--- config.mk ---
export PLATFORM = sky130hd
export DESIGN_NAME = refresh_sched
export DESIGN_NICKNAME = d
export VERILOG_FILES = /design/src/rtl/refr_pkg.sv /design/src/rtl/refr_ctrl.sv /design/src/rtl/refr_dpath.sv /design/src/rtl/refresh_sched.sv
export SDC_FILE = /design/constraint.sdc
export NUM_CORES = 1
export LEC_CHECK = 0
export CORE_MARGIN = 2
export CORE_UTILIZATION = 30
export CTS_CLUSTER_SIZE = 28
export DETAILED_ROUTE_END_ITERATION = 7
export DONT_BUFFER_PORTS = 1
export PLACE_DENSITY = 0.53
export SETUP_SLACK_MARGIN = 0.2
export SLEW_MARGIN = 15
export SYNTH_ARGS = -nofsm -noshare
export SYNTH_HDL_FRONTEND = slang
export SYNTH_SLANG_ARGS = --single-unit
--- constraint.sdc ---
create_clock -name clk -period 4.6 [get_ports clk]
set_input_delay 0 -clock clk [delete_from_list [all_inputs] [get_ports clk]]
set_output_delay 0 -clock clk [all_outputs]
set_load 0.02 [all_outputs]
--- src/rtl/refr_pkg.sv ---
package refr_pkg;

  // Device minimums in nanoseconds
  localparam int unsigned T_CSR_NS = 10;   // CAS low before RAS falls
  localparam int unsigned T_CHR_NS = 15;   // CAS low after RAS falls
  localparam int unsigned T_RAS_NS = 80;   // RAS active width
  localparam int unsigned T_RP_NS  = 45;   // RAS precharge
  localparam int unsigned T_RPC_NS = 10;   // RAS high before CAS active
  localparam int unsigned T_RC_NS  = 135;  // full cycle

  typedef enum logic [2:0] {
    ST_WAIT,   // power-up stabilisation
    ST_IDLE,
    ST_CSET,   // CAS low, RAS high
    ST_HOLD,   // both low
    ST_ACT,    // RAS low, CAS high
    ST_PRE     // both high, precharge
  } seqState_t;

  typedef enum logic [2:0] {
    LD_NONE,
    LD_CSR,
    LD_CHR,
    LD_ACT,
    LD_PRE
  } tmrLoad_t;

  // Control-to-datapath strobes
  typedef struct packed {
    tmrLoad_t ld;
    logic     seqDone;
    logic     rasLowNxt;
    logic     casLowNxt;
  } seqStrobe_t;

  function automatic int unsigned maxOf(input int unsigned a, input int unsigned b);
    return (a > b) ? a : b;
  endfunction

endpackage

--- src/rtl/refr_ctrl.sv ---
module refr_ctrl
  import refr_pkg::*;
(
  input  logic       clk,
  input  logic       rstN,
  input  logic       refGrant,
  input  logic       tmrZero,
  input  logic       pendNow,
  input  logic       pendAfter,
  output seqStrobe_t stb,
  output logic       refReq
);

  seqState_t st, stNxt;

  always_ff @(posedge clk or negedge rstN) begin
    if (!rstN) st <= ST_WAIT;
    else       st <= stNxt;
  end

  always_comb begin
    stNxt       = st;
    stb.ld      = LD_NONE;
    stb.seqDone = 1'b0;
    unique case (st)
      ST_WAIT: if (tmrZero) stNxt = ST_IDLE;
      ST_IDLE: if (pendNow && refGrant) begin
        stNxt  = ST_CSET;
        stb.ld = LD_CSR;
      end
      ST_CSET: if (tmrZero) begin
        stNxt  = ST_HOLD;
        stb.ld = LD_CHR;
      end
      ST_HOLD: if (tmrZero) begin
        stNxt  = ST_ACT;
        stb.ld = LD_ACT;
      end
      ST_ACT: if (tmrZero) begin
        stNxt  = ST_PRE;
        stb.ld = LD_PRE;
      end
      ST_PRE: if (tmrZero) begin
        stb.seqDone = 1'b1;
        // back-to-back: precharge already covers RAS-high-before-CAS
        if (pendAfter && refGrant) begin
          stNxt  = ST_CSET;
          stb.ld = LD_CSR;
        end else begin
          stNxt = ST_IDLE;
        end
      end
      default: stNxt = ST_IDLE;
    endcase
    stb.casLowNxt = (stNxt == ST_CSET) || (stNxt == ST_HOLD);
    stb.rasLowNxt = (stNxt == ST_HOLD) || (stNxt == ST_ACT);
  end

  always_comb begin
    refReq = 1'b0;
    unique case (st)
      ST_IDLE:                          refReq = pendNow;
      ST_CSET, ST_HOLD, ST_ACT, ST_PRE: refReq = 1'b1;
      default:                          refReq = 1'b0;
    endcase
  end

  // a request never retracts while waiting for a grant
  AST_REQ_HELD: assert property (@(posedge clk) disable iff (!rstN)
    refReq && !refGrant |=> refReq) else $error("request retracted");

  // power-up wait is left only via the timer
  AST_WAIT_EXIT: assert property (@(posedge clk) disable iff (!rstN)
    (st == ST_WAIT) && !tmrZero |=> (st == ST_WAIT)) else $error("early exit");

endmodule

--- src/rtl/refr_dpath.sv ---
module refr_dpath
  import refr_pkg::*;
#(
  parameter int unsigned STAB_CYC     = 20000,
  parameter int unsigned DUMMY_CYCLES = 8,
  parameter int unsigned INTERVAL_CYC = 1560,
  parameter int unsigned CSR_CYC      = 2,
  parameter int unsigned CHR_CYC      = 2,
  parameter int unsigned ACT_CYC      = 8,
  parameter int unsigned PRE_CYC      = 5,
  parameter int unsigned OWED_MAX     = 8,
  parameter int unsigned URGENT_THR   = 4
) (
  input  logic       clk,
  input  logic       rstN,
  input  seqStrobe_t stb,
  output logic       tmrZero,
  output logic       pendNow,
  output logic       pendAfter,
  output logic       initDone,
  output logic       refUrgent,
  output logic       rasN,
  output logic       casN
);

  localparam int unsigned TMR_MAX =
    maxOf(maxOf(STAB_CYC, CSR_CYC), maxOf(maxOf(CHR_CYC, ACT_CYC - CHR_CYC), PRE_CYC));
  localparam int TW = $clog2(TMR_MAX + 1);
  localparam int DW = $clog2(DUMMY_CYCLES + 1);
  localparam int IW = $clog2(INTERVAL_CYC);
  localparam int OW = $clog2(OWED_MAX + 1);

  // ---------------- phase timer ----------------
  logic [TW-1:0] tmr, ldVal;

  always_comb begin
    unique case (stb.ld)
      LD_CSR:  ldVal = TW'(CSR_CYC - 1);
      LD_CHR:  ldVal = TW'(CHR_CYC - 1);
      LD_ACT:  ldVal = TW'(ACT_CYC - CHR_CYC - 1);
      LD_PRE:  ldVal = TW'(PRE_CYC - 1);
      default: ldVal = '0;
    endcase
  end

  always_ff @(posedge clk or negedge rstN) begin
    if (!rstN)                  tmr <= TW'(STAB_CYC - 1);
    else if (stb.ld != LD_NONE) tmr <= ldVal;
    else if (tmr != '0)         tmr <= tmr - TW'(1);
  end

  assign tmrZero = (tmr == '0);

  // ---------------- power-up dummy cycles ----------------
  logic [DW-1:0] dumLeft;

  always_ff @(posedge clk or negedge rstN) begin
    if (!rstN) begin
      dumLeft  <= DW'(DUMMY_CYCLES);
      initDone <= 1'b0;
    end else if (stb.seqDone && !initDone) begin
      dumLeft <= dumLeft - DW'(1);
      if (dumLeft == DW'(1)) initDone <= 1'b1;
    end
  end

  // ---------------- interval timer ----------------
  logic [IW-1:0] ivCnt;
  logic          tick;

  assign tick = initDone && (ivCnt == IW'(INTERVAL_CYC - 1));

  always_ff @(posedge clk or negedge rstN) begin
    if (!rstN)         ivCnt <= '0;
    else if (tick)     ivCnt <= '0;
    else if (initDone) ivCnt <= ivCnt + IW'(1);
  end

  // ---------------- owed refresh count ----------------
  logic [OW-1:0] owed;
  logic          dec;

  assign dec = stb.seqDone && initDone;

  always_ff @(posedge clk or negedge rstN) begin
    if (!rstN) owed <= '0;
    else begin
      unique case ({tick, dec})
        2'b10:   if (owed != OW'(OWED_MAX)) owed <= owed + OW'(1);
        2'b01:   if (owed != '0)            owed <= owed - OW'(1);
        default: owed <= owed;
      endcase
    end
  end

  assign pendNow   = initDone ? (owed != '0) : 1'b1;
  assign pendAfter = initDone ? ((owed > OW'(1)) || tick) : (dumLeft > DW'(1));

  generate
    if (URGENT_THR >= OWED_MAX) begin : g_noUrgent
      assign refUrgent = 1'b0;
    end else begin : g_urgent
      assign refUrgent = initDone && (owed > OW'(URGENT_THR));
    end
  endgenerate

  // ---------------- registered strobes ----------------
  always_ff @(posedge clk or negedge rstN) begin
    if (!rstN) begin
      rasN <= 1'b1;
      casN <= 1'b1;
    end else begin
      rasN <= !stb.rasLowNxt;
      casN <= !stb.casLowNxt;
    end
  end

  AST_OWED_BOUND: assert property (@(posedge clk) disable iff (!rstN)
    owed <= OW'(OWED_MAX)) else $error("owed above limit");

  AST_OWED_DRAIN: assert property (@(posedge clk) disable iff (!rstN)
    dec && !tick && (owed != '0) |=> owed == $past(owed) - OW'(1))
    else $error("completion not removed from count");

  AST_CAS_FIRST: assert property (@(posedge clk) disable iff (!rstN)
    $fell(rasN) |-> $past(!casN)) else $error("RAS fell without CAS setup");

  AST_INIT_STICKY: assert property (@(posedge clk) disable iff (!rstN)
    initDone |=> initDone) else $error("init flag dropped");

  AST_CAS_IN_ACT: assert property (@(posedge clk) disable iff (!rstN)
    $rose(casN) && !$past(rasN) |-> !rasN) else $error("CAS rose after RAS");

endmodule

--- src/rtl/refresh_sched.sv ---
module refresh_sched
  import refr_pkg::*;
#(
  parameter int unsigned CLK_NS       = 10,
  parameter int unsigned STAB_CYC     = 20000,
  parameter int unsigned STAB_MIN_NS  = 200000,
  parameter int unsigned DUMMY_CYCLES = 8,
  parameter int unsigned INTERVAL_CYC = 1560,
  parameter int unsigned ROWS         = 256,
  parameter int unsigned RETENTION_NS = 4000000,
  parameter int unsigned CSR_CYC      = 2,
  parameter int unsigned CHR_CYC      = 2,
  parameter int unsigned ACT_CYC      = 8,
  parameter int unsigned PRE_CYC      = 5,
  parameter int unsigned OWED_MAX     = 8,
  parameter int unsigned URGENT_THR   = 4
) (
  input  logic clk,
  input  logic rstN,
  input  logic refGrant,
  output logic refReq,
  output logic refUrgent,
  output logic initDone,
  output logic rasN,
  output logic casN,
  output logic weLoN,
  output logic weHiN,
  output logic oeN
);

  seqStrobe_t stb;
  logic       tmrZero, pendNow, pendAfter;

  refr_ctrl u_ctrl (
    .clk       (clk),
    .rstN      (rstN),
    .refGrant  (refGrant),
    .tmrZero   (tmrZero),
    .pendNow   (pendNow),
    .pendAfter (pendAfter),
    .stb       (stb),
    .refReq    (refReq)
  );

  refr_dpath #(
    .STAB_CYC     (STAB_CYC),
    .DUMMY_CYCLES (DUMMY_CYCLES),
    .INTERVAL_CYC (INTERVAL_CYC),
    .CSR_CYC      (CSR_CYC),
    .CHR_CYC      (CHR_CYC),
    .ACT_CYC      (ACT_CYC),
    .PRE_CYC      (PRE_CYC),
    .OWED_MAX     (OWED_MAX),
    .URGENT_THR   (URGENT_THR)
  ) u_dpath (
    .clk       (clk),
    .rstN      (rstN),
    .stb       (stb),
    .tmrZero   (tmrZero),
    .pendNow   (pendNow),
    .pendAfter (pendAfter),
    .initDone  (initDone),
    .refUrgent (refUrgent),
    .rasN      (rasN),
    .casN      (casN)
  );

  // refresh never writes and never drives data out
  assign weLoN = 1'b1;
  assign weHiN = 1'b1;
  assign oeN   = 1'b1;

  // parameter checks against device minimums
  initial begin
    AST_STAB_WAIT:    assert (longint'(STAB_CYC) * CLK_NS >= longint'(STAB_MIN_NS)) else $error("stabilisation wait too short");
    AST_DUMMY_MIN:    assert (DUMMY_CYCLES >= 1) else $error("need at least one dummy cycle");
    AST_CSR_SETUP:    assert (CSR_CYC * CLK_NS >= T_CSR_NS) else $error("CAS setup too short");
    AST_CHR_HOLD:     assert (CHR_CYC * CLK_NS >= T_CHR_NS) else $error("CAS hold too short");
    AST_CHR_FITS:     assert (CHR_CYC < ACT_CYC) else $error("CAS hold must end inside RAS active");
    AST_RAS_ACTIVE:   assert (ACT_CYC * CLK_NS >= T_RAS_NS) else $error("RAS active too short");
    AST_RAS_PRECH:    assert (PRE_CYC * CLK_NS >= T_RP_NS) else $error("precharge too short");
    AST_PRECH_TO_CAS: assert (PRE_CYC * CLK_NS >= T_RPC_NS) else $error("RAS high before CAS too short");
    AST_CYCLE_TIME:   assert ((CSR_CYC + ACT_CYC + PRE_CYC) * CLK_NS >= T_RC_NS) else $error("cycle too short");
    AST_RETENTION:    assert (longint'(INTERVAL_CYC) * CLK_NS * ROWS <= longint'(RETENTION_NS)) else $error("interval too long");
    AST_KEEPS_PACE:   assert (INTERVAL_CYC > CSR_CYC + ACT_CYC + PRE_CYC) else $error("interval shorter than a refresh");
  end

  AST_START_GRANTED: assert property (@(posedge clk) disable iff (!rstN)
    $fell(casN) |-> $past(refGrant)) else $error("refresh started without grant");

  AST_REQ_COVERS: assert property (@(posedge clk) disable iff (!rstN)
    (!rasN || !casN) |-> refReq) else $error("strobes active without request");

endmodule

; ---- Word-level counts from Yosys, hierarchy flattened
; Cells that the tools add are included.
[op_classes]
magnitude_cmp = 3
mux = 27
n_reduce_logical = 24
add_sub_neg = 5
n_eq_ne = 19
[op_table]
columns = cell, count
row1 = $mux 15, 2
row2 = $mux 11, 2
row3 = $mux 3, 7
row4 = $eq 3x2->1 const B, 6
row5 = $pmux 3 s6, 1
row6 = $logic_not 15->1, 1
row7 = $pmux 3 s5, 1
row8 = $reduce_bool 15->1, 1
row9 = $sub 15x1->15 const B, 1
row10 = $eq 3x3->1 const B, 4
row11 = $mux 4, 3
row12 = $add 11x1->11 const B, 1
row13 = $eq 11x11->1 const B, 1
row14 = $pmux 3 s3, 1
row15 = $gt 4x1->1 const B, 2
row16 = $pmux 4 s2, 1
row17 = $sub 4x1->4 const B, 2
row18 = $eq 3x1->1 const B, 2
row19 = $logic_and 1x1->1, 6
row20 = $mux 2, 3
row21 = $reduce_bool 2->1, 3
row22 = $mux 1, 5
row23 = $add 4x1->4 const B, 1
row24 = $eq 4x1->1 const B, 1
row25 = other kinds (15), 20
[word_totals]
ff_bits = 40
wordCells = 86

; ---- Longest topological paths before layout
[logic_depth]
depth_word = 12
depth_mapped = 9

; ---- Modules after synthesis
; A second synthesis with hierarchy kept.
[hier_totals]
cells_unflattened = 252
hier_area_um2 = 2383.5
[modules_own_cells]
columns = mod, area_each_um2, cells_each, instances, seq_area_each_um2
row1 = refr_dpath, 2074.5, 213, 1, 940.9
row2 = refr_ctrl, 282.8, 35, 1, 75.1
row3 = refresh_sched, 26.3, 4, 1, 0.0

; ---- Worst setup path after synthesis
; Ideal clock, no wire load.
[synth_timing]
kind = register to register
from = register u_dpath.tmr[0]
to = register u_dpath.rasN
setup_slack_ps = 2451
arrival_ps = 2074
synth_period_minus_slack_ps = 2149
path_stages_with_launch = 10
n_path_buf = 1
path_cell_list = dfstp_2 inv_1 ha_1 nor4b_1 nand4_1 clkbuf_1 nand2_1 a32o_1 a31oi_1 mux2i_1
[synth_via]
elab_chain_len = 6
word_cells_on_any_way = 11
classes_between = eq/ne: 2 / mux: 6 / reduce/logical: 3
[synth_lines]
columns = item, line
row1 = "start, declared", refr_dpath.sv:34  ; logic [TW-1:0] tmr, ldVal;
row2 = "start signal, assigned", refr_dpath.sv:47  ; if (!rstN) tmr <= TW'(STAB_CYC - 1);
row3 = "start signal, assigned", refr_dpath.sv:48  ; else if (stb.ld != LD_NONE) tmr <= ldVal;
row4 = "start signal, assigned", refr_dpath.sv:49  ; else if (tmr != '0) tmr <= tmr - TW'(1);
row5 = $logic_not 15->1 (*), refr_dpath.sv:52  ; assign tmrZero = (tmr == '0);
row6 = "$mux 3, on equally long branches", --
row7 = $pmux 3 s6 (*), refr_ctrl.sv:25  ; unique case (st)
row8 = via u_ctrl.stNxt[0], refr_ctrl.sv:14  ; seqState_t st, stNxt;
row9 = $eq 3x2->1 or $eq 3x3->1 (tied branches), refr_ctrl.sv:56  ; stb.rasLowNxt = (stNxt == ST_HOLD) || (stNxt == ST_ACT);
row10 = $logic_or 1x1->1 (*), refr_ctrl.sv:56
row11 = $logic_not 1->1 (*), refr_dpath.sv:113  ; rasN <= !stb.rasLowNxt;
row12 = "end signal, assigned", refr_dpath.sv:113
row13 = "end, declared", refr_dpath.sv:22  ; output logic rasN,
; Mark *: on every way through the listed nets, which the timed path passes. The rest lies on a longest branch.
; A chain may end at the register's enable or synchronous reset.

; ---- Worst setup path in the final report
[layout_timing]
from = register u_dpath.tmr[0]
to = register u_dpath.owed[3]
[layout_via]
elab_chain_len = 7
word_cells_on_any_way = 11
classes_between = eq/ne: 4 / mux: 3 / reduce/logical: 4
[layout_lines]
columns = item, line
row1 = $logic_not 15->1 (*), refr_dpath.sv:52
row2 = $mux 4 (*), refr_ctrl.sv:43  ; ST_PRE: if (tmrZero) begin
row3 = $mux 1 (*), refr_ctrl.sv:25
row4 = $logic_and 1x1->1 (*), refr_dpath.sv:83  ; assign dec = stb.seqDone && initDone;
row5 = $eq 2x1->1 or $eq 2x2->1 (tied branches), refr_dpath.sv:88  ; unique case ({tick, dec})
row6 = $ne 2x1->1 (no line) or $reduce_bool 2->1 (tied branches), --
row7 = $reduce_and 3->1 (no line), --
row8 = "end signal, assigned", refr_dpath.sv:89  ; 2'b10: if (owed != OW'(OWED_MAX)) owed <= owed + OW'(1);
row9 = "end signal, assigned", refr_dpath.sv:90  ; 2'b01: if (owed != '0) owed <= owed - OW'(1);
row10 = "end signal, assigned", refr_dpath.sv:91  ; default: owed <= owed;
row11 = "end, declared", refr_dpath.sv:80  ; logic [OW-1:0] owed;
; Every way passes the cells marked *; elsewhere a longest branch is shown, timed or not.

==> reports/metrics.cfg <==
[outcome]
status = finished, final reports clean

[sta]
slew_headroom_pct = 30.9
post-route-period-util_pct = 59.0
clock_skew_ns = 0.0120
setup_viol_count_final = 0
finalSetupTns_ns = 0
period_minus_slack_ns = 2.71
final_hold_viol_count = 0
max_freq_mhz = 368
drv_slew = 0
tightest_slew_ns = 1.03
rsz0062_at_grt = false

[detailed_routing]
via_count = 1803
drtIter0Drc = 141
routed_wl_um = 4740
ant_nets = 0
drc = 0
drt-pass1-iter-count = 5
wl_per_cell_um = 13.2
viasPerCell = 5.01

[pwr]
vdd_drop_max_mv = 0.137
p_total_mw = 1.16
p_leak_nw = 1.04
powerDensity_nw_per_um2 = 446

[synthesis]
ys.warnings.count = 0
synth_area_sq_um = 2380
synthCells = 255
avgSynthCellArea_sq_um = 9.33
synth_seq_area_share_pct = 42.7
ys_types = 55
synth-edff-count = 0
async_flop_share_pct = 100
ys.flop_type = dfrtp_1
ys_seq_elements = 40

[die]
num_io_pins = 11
start_util_pct = 31.0
coreArea_sq_um = 7690
rows = 32
fp.dieH_um = 93.1
die-area_sq_um = 8660
fp.dieW_um = 93.1

[global_routing]
busiest_layer = met2
grt_overflow = 0
grt_pass1_wl_um = 8420
use_met2_pct = 18.8
grtUsageMet3_pct = 2.98
grt_max_degree = 41
grt_pass1_vias = 1713
use_met1_pct = 16.5
antenna_found_initial = 0
grt_use_total_pct = 12.2

[critical_path]
cp_slowest_cell = or4_1
worst-setup-path-type = register to register
cpPeakStageDelay_ns = 0.56
crit_family = simple AND/OR/NAND/NOR gates
reg2reg_depth = 8
required_ns = 4.84
crit_arrival_ns = 2.95
start_kind = register
path_cells = inv_1 -> ha_1 -> nor4b_1 -> and4_1 -> nand3_1 -> or4_1 -> o31a_1 -> o21ai_1
worstPathMaxFanout = 12
crit_buf_inv = 1
cp-end-kind = register
cp.depth = 8

[clock_tree]
cts.htree.levels = 2
post-cts-setup-buffers = 0
cts_buffer_depth = 2
clock_latency_ns = 0.31
numCtsBuffers = 5
clock-sinks = 40
clkTransAtPathRegs_ns = 0.09
cts_tree = built
cts_root_buffer = clkbuf_8

[final_layout]
drive_above_1_share_pct = 13.2
num_antenna_cells = 0
area_growth_pct = 9.67
fill_cells = 807
nets = 269

[placement]
post-dp-hpwl_um = 3290
gp_congestion = 0.871
io_buffers = 0

[worst_hold_path]
hold_path_class = primary input to register
whs_path_depth = 4

[flow_run]
maxCapViolations = 0

## sequential cells by signal, indices dropped and copies added, names as in the netlist
signal / flops
u_dpath.tmr: 15
u_dpath.dumLeft: 4
u_dpath.owed: 4
u_dpath.initDone: 1
u_dpath.casN: 1
u_dpath.ivCnt: 11
u_dpath.rasN: 1
u_ctrl.st: 3
## where the power goes
group	leakage [nW]	switching, mW	internal (mW)
clock network	0.0541	0.136	0.161
registers	0.490	0.111	0.462
logic	0.497	0.163	0.131
## final timing paths
path                                  startpoint                  to  slack, ns
worst max-delay path              u_dpath.tmr[0]     u_dpath.owed[3]       1.89
worst min-delay path                    refGrant      u_dpath.tmr[0]       0.16
worst max register to register    u_dpath.tmr[0]     u_dpath.owed[3]       1.89
worst min register to register  u_dpath.ivCnt[8]    u_dpath.ivCnt[8]       0.49
max in group asynchronous                   rstN        u_dpath.casN       4.16
min in group asynchronous                   rstN  u_dpath.dumLeft[1]       0.17
## metrics by stage
stage | instance area, sq um | std cells | hold slack (ns) | utilization, % | setup slack [ns]
global route | 2610 | 360 | 0.182 | 34.0 | 1.61
detailed placement | 2460 | 349 | -0.293 | 32.0 | 1.93
finish | 2610 | 360 | 0.157 | 34.0 | 1.89
floorplan | 2390 | 257 | -0.296 | - | 2.45
global placement | 2460 | 349 | -0.293 | 32.0 | 1.98
CTS | 2610 | 360 | 0.127 | 34.0 | 1.89
## layout by cell type (no fill, tap or decap), types with 3 or more instances in the layout
cell type,netlist,layout
nor3_1,11,11
a21oi_1,8,8
a31oi_1,4,4
inv_1,11,11
xor2_1,10,10
o21ai_0,8,8
dfstp_2,12,12
nand2b_1,5,5
or4_1,3,3
ha_1,9,9
dfrtp_1,28,28
conb_1,1,3
nor2_1,36,36
nor4_1,5,5
xnor2_1,15,15
nor2b_1,4,4
nand2_1,17,17
clkbuf_8,0,5
nand4_1,4,4
nand3_1,13,13
## area by class of cell
class | instances | area, sq um | area share, %
clock buffers | 5 | 68.8 | 2.64
clock inverters | 3 | 42.5 | 1.63
inverters | 11 | 41.3 | 1.58
multi-input cells | 196 | 1270 | 48.8
flip-flops and latches | 40 | 1020 | 38.9
well taps | 102 | 128 | 4.89
repair buffers | 3 | 40.0 | 1.53
## cells by family (layout without fill, tap and decap cells)
logic type                 after synthesis  count (layout)  share of synthesized area (%)
adders and majority gates                9               9                           4.73
buffers and inverters                   21              22                           4.10
AOI/OAI and AO/OA                       39              39                           11.4
xor gates and xnor gates                25              25                           9.20
muxes                                    4               4                           1.79
other                                    1               3                          0.158
DFF                                     40              40                           42.7
and+or+nand+nor                        116             116                           25.9
## routing by layer
| layer | share of wire [%] | wire [um] | vias up |
|---|---|---|---|
| li1 | - | - | 899 |
| met1 | 49 | 2320 | 867 |
| met2 | 46 | 2160 | 28 |
| met3 | 3.9 | 186 | 9 |
| met4 | 1.6 | 78 | 0 |
| met5 | 0 | 0 | - |
## cells in the mapped netlist, types with 2 or more instances
cell type | count | share of area, %
mux2i_1 | 2 | 0.84
inv_1 | 11 | 1.7
o41ai_1 | 2 | 0.74
mux2_2 | 2 | 0.95
nor2b_1 | 4 | 1.1
xor2_1 | 10 | 3.7
dfstp_2 | 12 | 13
a31oi_1 | 4 | 1.1
nor3b_1 | 2 | 0.63
o211ai_1 | 2 | 0.63
o21a_1 | 2 | 0.63
nor4_1 | 5 | 1.3
nor3_1 | 11 | 2.3
nor2_1 | 36 | 5.7
dfrtp_1 | 28 | 29
nand4_1 | 4 | 1.1
o21ai_0 | 8 | 1.7
nand2_1 | 17 | 2.7
a21oi_1 | 8 | 1.7
and4_2 | 2 | 0.84
xnor2_1 | 15 | 5.5
nand3_1 | 13 | 2.7
clkbuf_1 | 5 | 0.79
buf_4 | 3 | 0.95
nand2b_1 | 5 | 1.3
ha_1 | 9 | 4.7
or4_1 | 3 | 0.95
and3_1 | 2 | 0.53
and4_1 | 2 | 0.74
## repair_timing
action,4_1_cts,5_1_grt
resized for setup,0,0
endpoints found under the hold margin,41,0
hold buffers,3,0
## worst min-delay path, stage by stage
cell and delay, ns:
o21ai_0 0.13, nor4_1 0.09, nor3_1 0.13, a31oi_1 0.11
No activity file was read; power rests on OpenSTA's default activity.
